<file path="src/rtl/bw_max_regulator.sv">
module bw_max_regulator #(
  parameter int NUM_PART = 4,
  parameter int FRAC_W   = 8,
  parameter int WIN_LOG  = 4
) (
  input  logic                    clk,
  input  logic                    rst_n,
  input  logic                    reg_valid,
  output logic                    reg_ready,
  input  logic [11:0]             reg_addr,
  input  logic [31:0]             reg_wdata,
  input  logic                    reg_we,
  input  logic                    reg_secure,
  output logic                    reg_rvalid,
  output logic [31:0]             reg_rdata,
  input  logic [2*NUM_PART-1:0]   req,
  output logic [2*NUM_PART-1:0]   gnt
);
  localparam int NREQ  = 2 * NUM_PART;
  localparam int IDX_W = $clog2(NREQ);
  localparam int CNT_W = WIN_LOG + 1;
  localparam logic [11:0] ADDR_SEL = 12'h100;
  localparam logic [11:0] ADDR_CFG = 12'h208;
  localparam logic [15:0] MAX_MASK = 16'hFFFF << (16 - FRAC_W);

  logic [15:0]      max_q [NREQ];
  logic [NREQ-1:0]  hard_q;
  logic [15:0]      sel_q [2];
  logic [WIN_LOG-1:0] win_q;
  logic [CNT_W-1:0] cnt_q [NREQ];
  logic [IDX_W-1:0] ptr_q, gidx;
  logic [NREQ-1:0]  over, hi, lo, cand;
  logic             found;

  logic [15:0]      cur_sel;
  logic             sel_ok;
  logic [IDX_W-1:0] widx;
  logic             win_end;

  assign reg_ready = 1'b1;
  assign cur_sel   = sel_q[reg_secure];
  assign sel_ok    = cur_sel < 16'(NUM_PART);
  assign widx      = reg_secure ? IDX_W'(NUM_PART) + IDX_W'(cur_sel) : IDX_W'(cur_sel);
  assign win_end   = (win_q == '1);

  for (genvar i = 0; i < NREQ; i++) begin : g_over
    assign over[i] = {cnt_q[i], 16'b0} > {1'b0, max_q[i], WIN_LOG'(0)};
  end

  assign hi   = req & ~over;
  assign lo   = req & over & ~hard_q;
  assign cand = (|hi) ? hi : lo;

  always_comb begin
    gnt   = '0;
    gidx  = '0;
    found = 1'b0;
    for (int k = 0; k < NREQ; k++) begin
      if (!found && cand[(int'(ptr_q) + k) % NREQ]) begin
        gnt[(int'(ptr_q) + k) % NREQ] = 1'b1;
        gidx  = IDX_W'((int'(ptr_q) + k) % NREQ);
        found = 1'b1;
      end
    end
  end

  always_ff @(posedge clk) begin
    if (!rst_n) begin
      for (int i = 0; i < NREQ; i++) begin
        max_q[i] <= MAX_MASK;
        cnt_q[i] <= '0;
      end
      hard_q     <= '0;
      sel_q[0]   <= '0;
      sel_q[1]   <= '0;
      win_q      <= '0;
      ptr_q      <= '0;
      reg_rvalid <= 1'b0;
      reg_rdata  <= '0;
    end else begin
      reg_rvalid <= reg_valid && !reg_we;
      if (reg_valid && !reg_we) begin
        if (reg_addr == ADDR_SEL)
          reg_rdata <= {16'b0, cur_sel};
        else if (reg_addr == ADDR_CFG && sel_ok)
          reg_rdata <= {hard_q[widx], 15'b0, max_q[widx]};
        else
          reg_rdata <= '0;
      end
      if (reg_valid && reg_we) begin
        if (reg_addr == ADDR_SEL)
          sel_q[reg_secure] <= reg_wdata[15:0];
        else if (reg_addr == ADDR_CFG && sel_ok) begin
          max_q[widx]  <= reg_wdata[15:0] & MAX_MASK;
          hard_q[widx] <= reg_wdata[31];
        end
      end
      win_q <= win_q + 1'b1;
      for (int i = 0; i < NREQ; i++)
        cnt_q[i] <= win_end ? '0 : cnt_q[i] + CNT_W'(gnt[i]);
      if (found)
        ptr_q <= (gidx == IDX_W'(NREQ - 1)) ? '0 : gidx + 1'b1;
    end
  end

  assert_one_grant_R9: assert property (@(posedge clk) disable iff (!rst_n)
    $onehot0(gnt) && ((gnt & ~req) == '0));
  assert_hard_block_R7: assert property (@(posedge clk) disable iff (!rst_n)
    (gnt & over & hard_q) == '0);
  assert_soft_yield_R8: assert property (@(posedge clk) disable iff (!rst_n)
    (|(gnt & over)) |-> !(|(req & ~over)));
  assert_reserved_zero_R1: assert property (@(posedge clk) disable iff (!rst_n)
    reg_rvalid |-> (reg_rdata[30:16] == '0));
  assert_read_latency_R10: assert property (@(posedge clk) disable iff (!rst_n)
    (reg_valid && !reg_we) |=> reg_rvalid);
  for (genvar i = 0; i < NREQ; i++) begin : g_win_chk
    assert_window_clear_R6: assert property (@(posedge clk) disable iff (!rst_n)
      win_end |=> (cnt_q[i] == '0));
  end
endmodule

</file>
<file path="config.mk">
export PLATFORM = sky130hd
export DESIGN_NAME = bw_max_regulator
export DESIGN_NICKNAME = d
export VERILOG_FILES = /design/src/rtl/bw_max_regulator.sv
export SDC_FILE = /design/constraint.sdc
export NUM_CORES = 1
export LEC_CHECK = 0
export CAP_MARGIN = 20
export CORE_ASPECT_RATIO = 0.7
export CORE_MARGIN = 2
export CORE_UTILIZATION = 39
export DETAILED_ROUTE_END_ITERATION = 16
export DONT_BUFFER_PORTS = 1
export PLACE_DENSITY = 0.5
export SETUP_SLACK_MARGIN = 0.2
export SYNTH_ARGS = -nofsm -noshare
export SYNTH_HDL_FRONTEND = slang
export SYNTH_SLANG_ARGS = --single-unit
</file>
<file path="constraint.sdc">
create_clock -name clk -period 6.8 [get_ports clk]
set_clock_uncertainty 0.15 [all_clocks]
set_input_delay 0.34 -clock clk [delete_from_list [all_inputs] [get_ports clk]]
set_output_delay 0.34 -clock clk [all_outputs]
set_load 0.1 [all_outputs]
</file>
==> results.cfg, run 1 <==
[worst_setup_path]
r2r-start = max_q[4][6]
cp_common_cell = mux2i_1
crit_path_max_incr_delay_ns = 0.71
r2r-end = cnt_q[1][9]
crit_buf_inv = 2
arrival_ns = 5.66
worstSetupStartpointType = flip-flop
cp-startpoint = max_q[4][6]
crit_family = compound AO/OA/AOI/OAI gates
reg2reg_slack_ns = 0.82
criticalPathCategory = flip-flop to primary output
required_ns = 6.31
ff2ff_path_depth = 19
slowest_stage = o41ai_1
endpoint_kind = primary output
crit_fanout = 10
crit_chain = inv_1 -> ha_1 -> nand4_1 -> o22ai_1 -> o21ai_1 -> nand3_1 -> o41ai_1 -> mux2i_1 -> mux2i_1 -> o32a_2 -> and4b_1 -> and2_1 -> a21boi_0 -> mux2i_4 -> buf_4

[placed_design]
gp_congestion = 0.855
place_area_mm2 = 0.0103
io_buffers = 0
post-dp-hpwl_um = 20000

[global_route]
grt.overflow.total = 0
grt_antenna_before_repair = 3
grt_max_degree = 25
grt_usage = 0.217
first_global_vias = 6945
grt_pass1_wl_um = 41800

[layout]
antenna_cells = 0
final_nets = 1092
post-route-util = 0.447
synthToLayoutAreaGrowth_pct = 12.7
seqCellArea_mm2 = 0.00434
multi_input_area_mm2 = 0.00509
layout-drive-gt1-share = 0.176
final_area_mm2 = 0.0110
nFillCells = 2399

[yosys]
synth_top_area_frac = 0.295
synth_area_leader_cell = edfxtp_1
synth_area_mm2 = 0.00976
ys_top_cells_by_area = edfxtp_1 30%, dfxtp_1 15%, ha_1 7.3%, or2_2 4.3%, mux4_2 4.2%
async_flop_share = 0
yosysMostFrequentCell = edfxtp_1
synth_edf_count = 96
synth.avg_cell_area_um2 = 10.3
seq_area_frac_synth = 0.445
synth-seq-cells = 169
synth.distinct_cells = 79
syn_inst = 949
synth_common_cells = 96 x edfxtp_1, 73 x dfxtp_1, 68 x nor2_1, 67 x or2_2, 57 x ha_1
yosysWarningCount = 0
synth-main-ff-cell = edfxtp_1

[routing]
drt_iter0_drc = 697
m1WireLength_um = 14000
wl_per_cell_um = 20.7
antenna_left = 0
met3WireLength_um = 1730
met2WireLength_um = 11300
drc_errors = 0
drt-total-wl_um = 27200
via_per_inst = 5.60
num_vias = 7366
highest_layer = met4
firstDrtPassIters = 5

[cts]
clkLatencyLatePin_ns = 0.44
numCtsBuffers = 17
cts_sinks = 169
cts.reportedPaths.clkPinSlew_ns = 0.07
htree_levels = 4
clk_path_buf_depth = 2
cts_resized = 0
cts_tree = yes
clk_root_buffer_cell = clkbuf_16

[die]
die_w_um = 193
num_io_pins = 99
std_cell_rows = 48
die_h_um = 136
die_area_mm2 = 0.0263
core-area_mm2 = 0.0246
start_util = 0.396

[sta]
hold_viol = 0
finalSetupViolations = 0
min_period_ns = 6.15
rsz0062_at_grt = no
max_slew_margin = 0.323
finalCritPeriodShare = 0.904
holdWs_ns = 0.0954
timing.fmax_mhz = 163
fin_setup_tns_ns = 0
worst_slew_pin_slew_ns = 1.01
slew_viol_final = 0

[worst_hold_path]
hold_path_startpoint = reg_wdata[31]
holdPathEnd = hard_q[0]
hold_depth = 2
hp-class = input port to flip-flop

[power]
pwr_density_cell_mw_per_mm2 = 324
vdd_drop_max_mv = 0.208
fin_total_pwr_w = 0.00356
p_leak_nw = 4.27

[outcome]
status = finished clean

[flow_run]
cap_viol_max_count = 0
-- metrics by stage --
step / cells / setup WS (ns)
floorplan: 963 / 0.175
global route: 1316 / 0.391
CTS: 1316 / 0.779
global placement: 1266 / 1.03
finish: 1316 / 0.651
detailed placement: 1266 / 0.974
-- kinds of logic (layout without fill, tap and decap cells) --
kind of cell / after synthesis / count (layout) / share of synthesized area
DFF: 169 / 169 / 0.445
buffers and inverters: 104 / 132 / 0.0484
and+or+nand+nor: 365 / 365 / 0.203
AOI/OAI and AO/OA: 151 / 151 / 0.105
xor gates and xnor gates: 30 / 30 / 0.0269
adders and majority gates: 57 / 57 / 0.0730
muxes: 71 / 71 / 0.0975
other: 2 / 16 / 0.000769
-- final cells by class --
| class | count | share of cell area |
|---|---|---|
| inverter | 52 | 0.0177 |
| sequential | 169 | 0.395 |
| clock inverter | 13 | 0.0118 |
| multi-input combinational | 690 | 0.462 |
| tap | 325 | 0.0370 |
| timing repair buffer | 48 | 0.0368 |
| clock buffer | 19 | 0.0393 |
-- routing by layer --
metal  track usage  vias to the layer above
met2         0.304                      206
met1         0.336                     3612
li1              -                     3529
met3        0.0527                       19
met5             0                        -
met4        0.0400                        0
-- cells in the final DEF (no fill, tap or decap), types with 6 or more instances in the layout --
cell type and count:
edfxtp_1 96, dfxtp_1 73, nor2_1 68, or2_2 67, ha_1 57, nand2_1 53
inv_1 49, nand3_1 44, o21ai_0 40, and3_1 38, mux2i_1 32, buf_4 30
and2_1 21, xor2_1 19, mux4_2 18, dlygate4sd3_1 18, a21oi_1 17, clkbuf_16 17
conb_1 16, nand2b_1 12, o211ai_1 12, mux2_2 12, xnor2_1 11, o22ai_1 11
nor3_1 11, or4_1 10, nor4_1 9, nand4_1 8, o21ai_1 7, mux2i_4 6
-- how the worst max path moves through the flow --
stage / end / slack [ns] / cells past startpoint
final: gnt[5] / 0.65 / 15
after global routing: gnt[5] / 0.39 / 15
after CTS: gnt[5] / 0.78 / 15
after detailed placement: cnt_q[1][9] / 0.97 / 19
after global placement: cnt_q[1][9] / 1.03 / 19
after floorplan: cnt_q[1][4] / 0.18 / 21
-- sequential cells by signal, indices dropped and copies added, names as in the netlist --
register    count
win_q           4
reg_rvalid      1
hard_q          8
sel_q          32
max_q          64
cnt_q          40
reg_rdata      17
ptr_q           3
-- report_power, final --
part,internal [W],switching [W],total [W]
clock network,0.000537,0.000412,0.000948
logic,0.000470,0.000958,0.00143
registers,0.00113,0.0000553,0.00119
total,0.00214,0.00142,0.00356
-- repair_timing --
item / CTS / global route
setup buffers: 0 / 0
hold buffers: 18 / 0
hold endpoints to repair: 120 / 0
Note: power is estimated with default switching activity, not from simulation.
==> run 2: changes to the inputs <==
CTS_BUF_LIST = sky130_fd_sc_hd__clkbuf_16   (was not set)
REMOVE_ABC_BUFFERS = 1   (was not set)
==> run 2 against run 1 <==
Effect of this change: via count down 0.92%; sequential share of layout area fell by 0.24 points; die area unchanged; sequential power about the same; first-iteration DRC count shrank 2.3%; final cell count up 0.30%; global-route usage about the same; combinational power barely moved; non-clock buffer count up 2; final area up 0.61%; worst hold slack got worse by 0.068 ns; routed wire length grew 0.75%; critical endpoint is now gnt[3]; largest power group unchanged.
==> results.cfg, run 2 (synthesis gave the netlist of run 1 again) <==
[outcome]
status = finished clean

[worst_setup_path]
slowest_stage = o21ai_1
cp-startpoint = max_q[5][7]
worstSetupStartpointType = flip-flop
crit_buf_inv = 2
arrival_ns = 5.47
crit_fanout = 10
crit_chain = inv_1 -> ha_1 -> a211oi_1 -> and3_1 -> o21ai_1 -> nand3_1 -> o31ai_1 -> mux2i_1 -> a32oi_1 -> o211ai_1 -> and4b_1 -> o21a_1 -> mux2i_1 -> mux2i_4 -> buf_4
crit_path_max_incr_delay_ns = 0.60
cp_common_cell = mux2i_1
required_ns = 6.31
crit_family = compound AO/OA/AOI/OAI gates
criticalPathCategory = flip-flop to primary output
endpoint_kind = primary output
r2r-start = max_q[5][7]

[placed_design]
dp.cells = 1266
gp_congestion = 0.862
place_area_mm2 = 0.0103
dp_slack_ns = 1.06
post-dp-hpwl_um = 20100
io_buffers = 0

[die]
die_w_um = 193
num_io_pins = 99
die_h_um = 136
die_area_mm2 = 0.0263
std_cell_rows = 48
core-area_mm2 = 0.0246
start_util = 0.396

[global_route]
grt_usage = 0.217
grt_max_degree = 25
grt_pass1_wl_um = 41400
grt.overflow.total = 0
grt_antenna_before_repair = 1
first_global_vias = 6774

[power]
power.switching_w = 0.00143
fin_total_pwr_w = 0.00363
pwr_density_cell_mw_per_mm2 = 328
intPower_w = 0.00220
p_leak_nw = 4.32
p_sw_frac = 0.393
p_comb_frac = 0.394
power_frac_seq = 0.327
vdd_drop_max_mv = 0.293
pwr-share-clk = 0.279

[layout]
synthToLayoutAreaGrowth_pct = 13.4
final_area_mm2 = 0.0111
post-route-util = 0.450
final_nets = 1094
top_register = max_q
top_regs = max_q (64), cnt_q (40), sel_q (32)
fin_cells = 1320
largest_reg_flops = 64
layout-drive-gt1-share = 0.176
final_common_cell = edfxtp_1
layout_common_cells = 96 x edfxtp_1, 73 x dfxtp_1, 68 x nor2_1

[cts]
clk_root_buffer_cell = clkbuf_16
cts_tree = yes
cts_resized = 0
clkLatencyLatePin_ns = 0.45
clk_path_buf_depth = 2
cts_sinks = 169
cts.reportedPaths.clkPinSlew_ns = 0.07
numCtsBuffers = 17
htree_levels = 4

[sta]
finalSetupViolations = 0
timing.fmax_mhz = 168
min_period_ns = 5.96
finalCritPeriodShare = 0.876
setup_ws_ns = 0.842
rsz0062_at_grt = no
worst_slew_pin_slew_ns = 1.06
max_slew_margin = 0.294
slew_viol_final = 0
hold_viol = 0

[flow_run]
cap_viol_max_count = 0

[routing]
drc_errors = 0
wl_per_cell_um = 20.8
drt-total-wl_um = 27400
antenna_left = 0
firstDrtPassIters = 5
num_vias = 7298
drt_iter0_drc = 681
via_per_inst = 5.53

[worst_hold_path]
hold_path_startpoint = reg_wdata[31]
hp-class = input port to flip-flop
==> run 2: layer usage <==
| layer | vias up | track usage | part of all wire |
|---|---|---|---|
| li1 | 3531 | - | - |
| met4 | 0 | 0.0530 | 0.0093 |
| met2 | 200 | 0.289 | 0.40 |
| met1 | 3551 | 0.340 | 0.53 |
| met3 | 16 | 0.0581 | 0.064 |
| met5 | - | 0 | 0 |
==> run 2: metrics by stage <==
step                hold WS [ns]  TNS [ns]
floorplan                  0.268    -0.142
global placement           0.285         0
detailed placement         0.291         0
CTS                      0.00748         0
global route              0.0182         0
finish                    0.0271         0
==> run 2: final timing paths <==
path              slack, ns  cells after the start            to
setup / recovery       0.84                     15        gnt[3]
hold / removal         0.03                      2     hard_q[3]
setup reg to reg       0.99                     19  cnt_q[0][19]
hold reg to reg        0.30                      1      win_q[0]
==> run 2: area by class of cell <==
class	instances	area (um^2)
inverter	52	195
antenna	2	5.00
fill	2378	13600
timing repair buffer	50	423
clock inverter	14	158
multi-input combinational	690	5090
sequential	169	4340
clock buffer	18	450
tap	325	407
==> run 2: power by group through the flow <==
stage               Sequential [W]  Combinational (W)  Clock [W]
global placement           0.00121            0.00139          0
finish                     0.00119            0.00143    0.00101
global route               0.00119            0.00155    0.00107
CTS                        0.00119            0.00142    0.00103
detailed placement         0.00121            0.00139          0
floorplan                  0.00122           0.000974          0
==> run 2: repair_timing <==
action,CTS,global route
endpoints found under the hold margin,118,0
buffers inserted,0,0
hold buffers,19,0
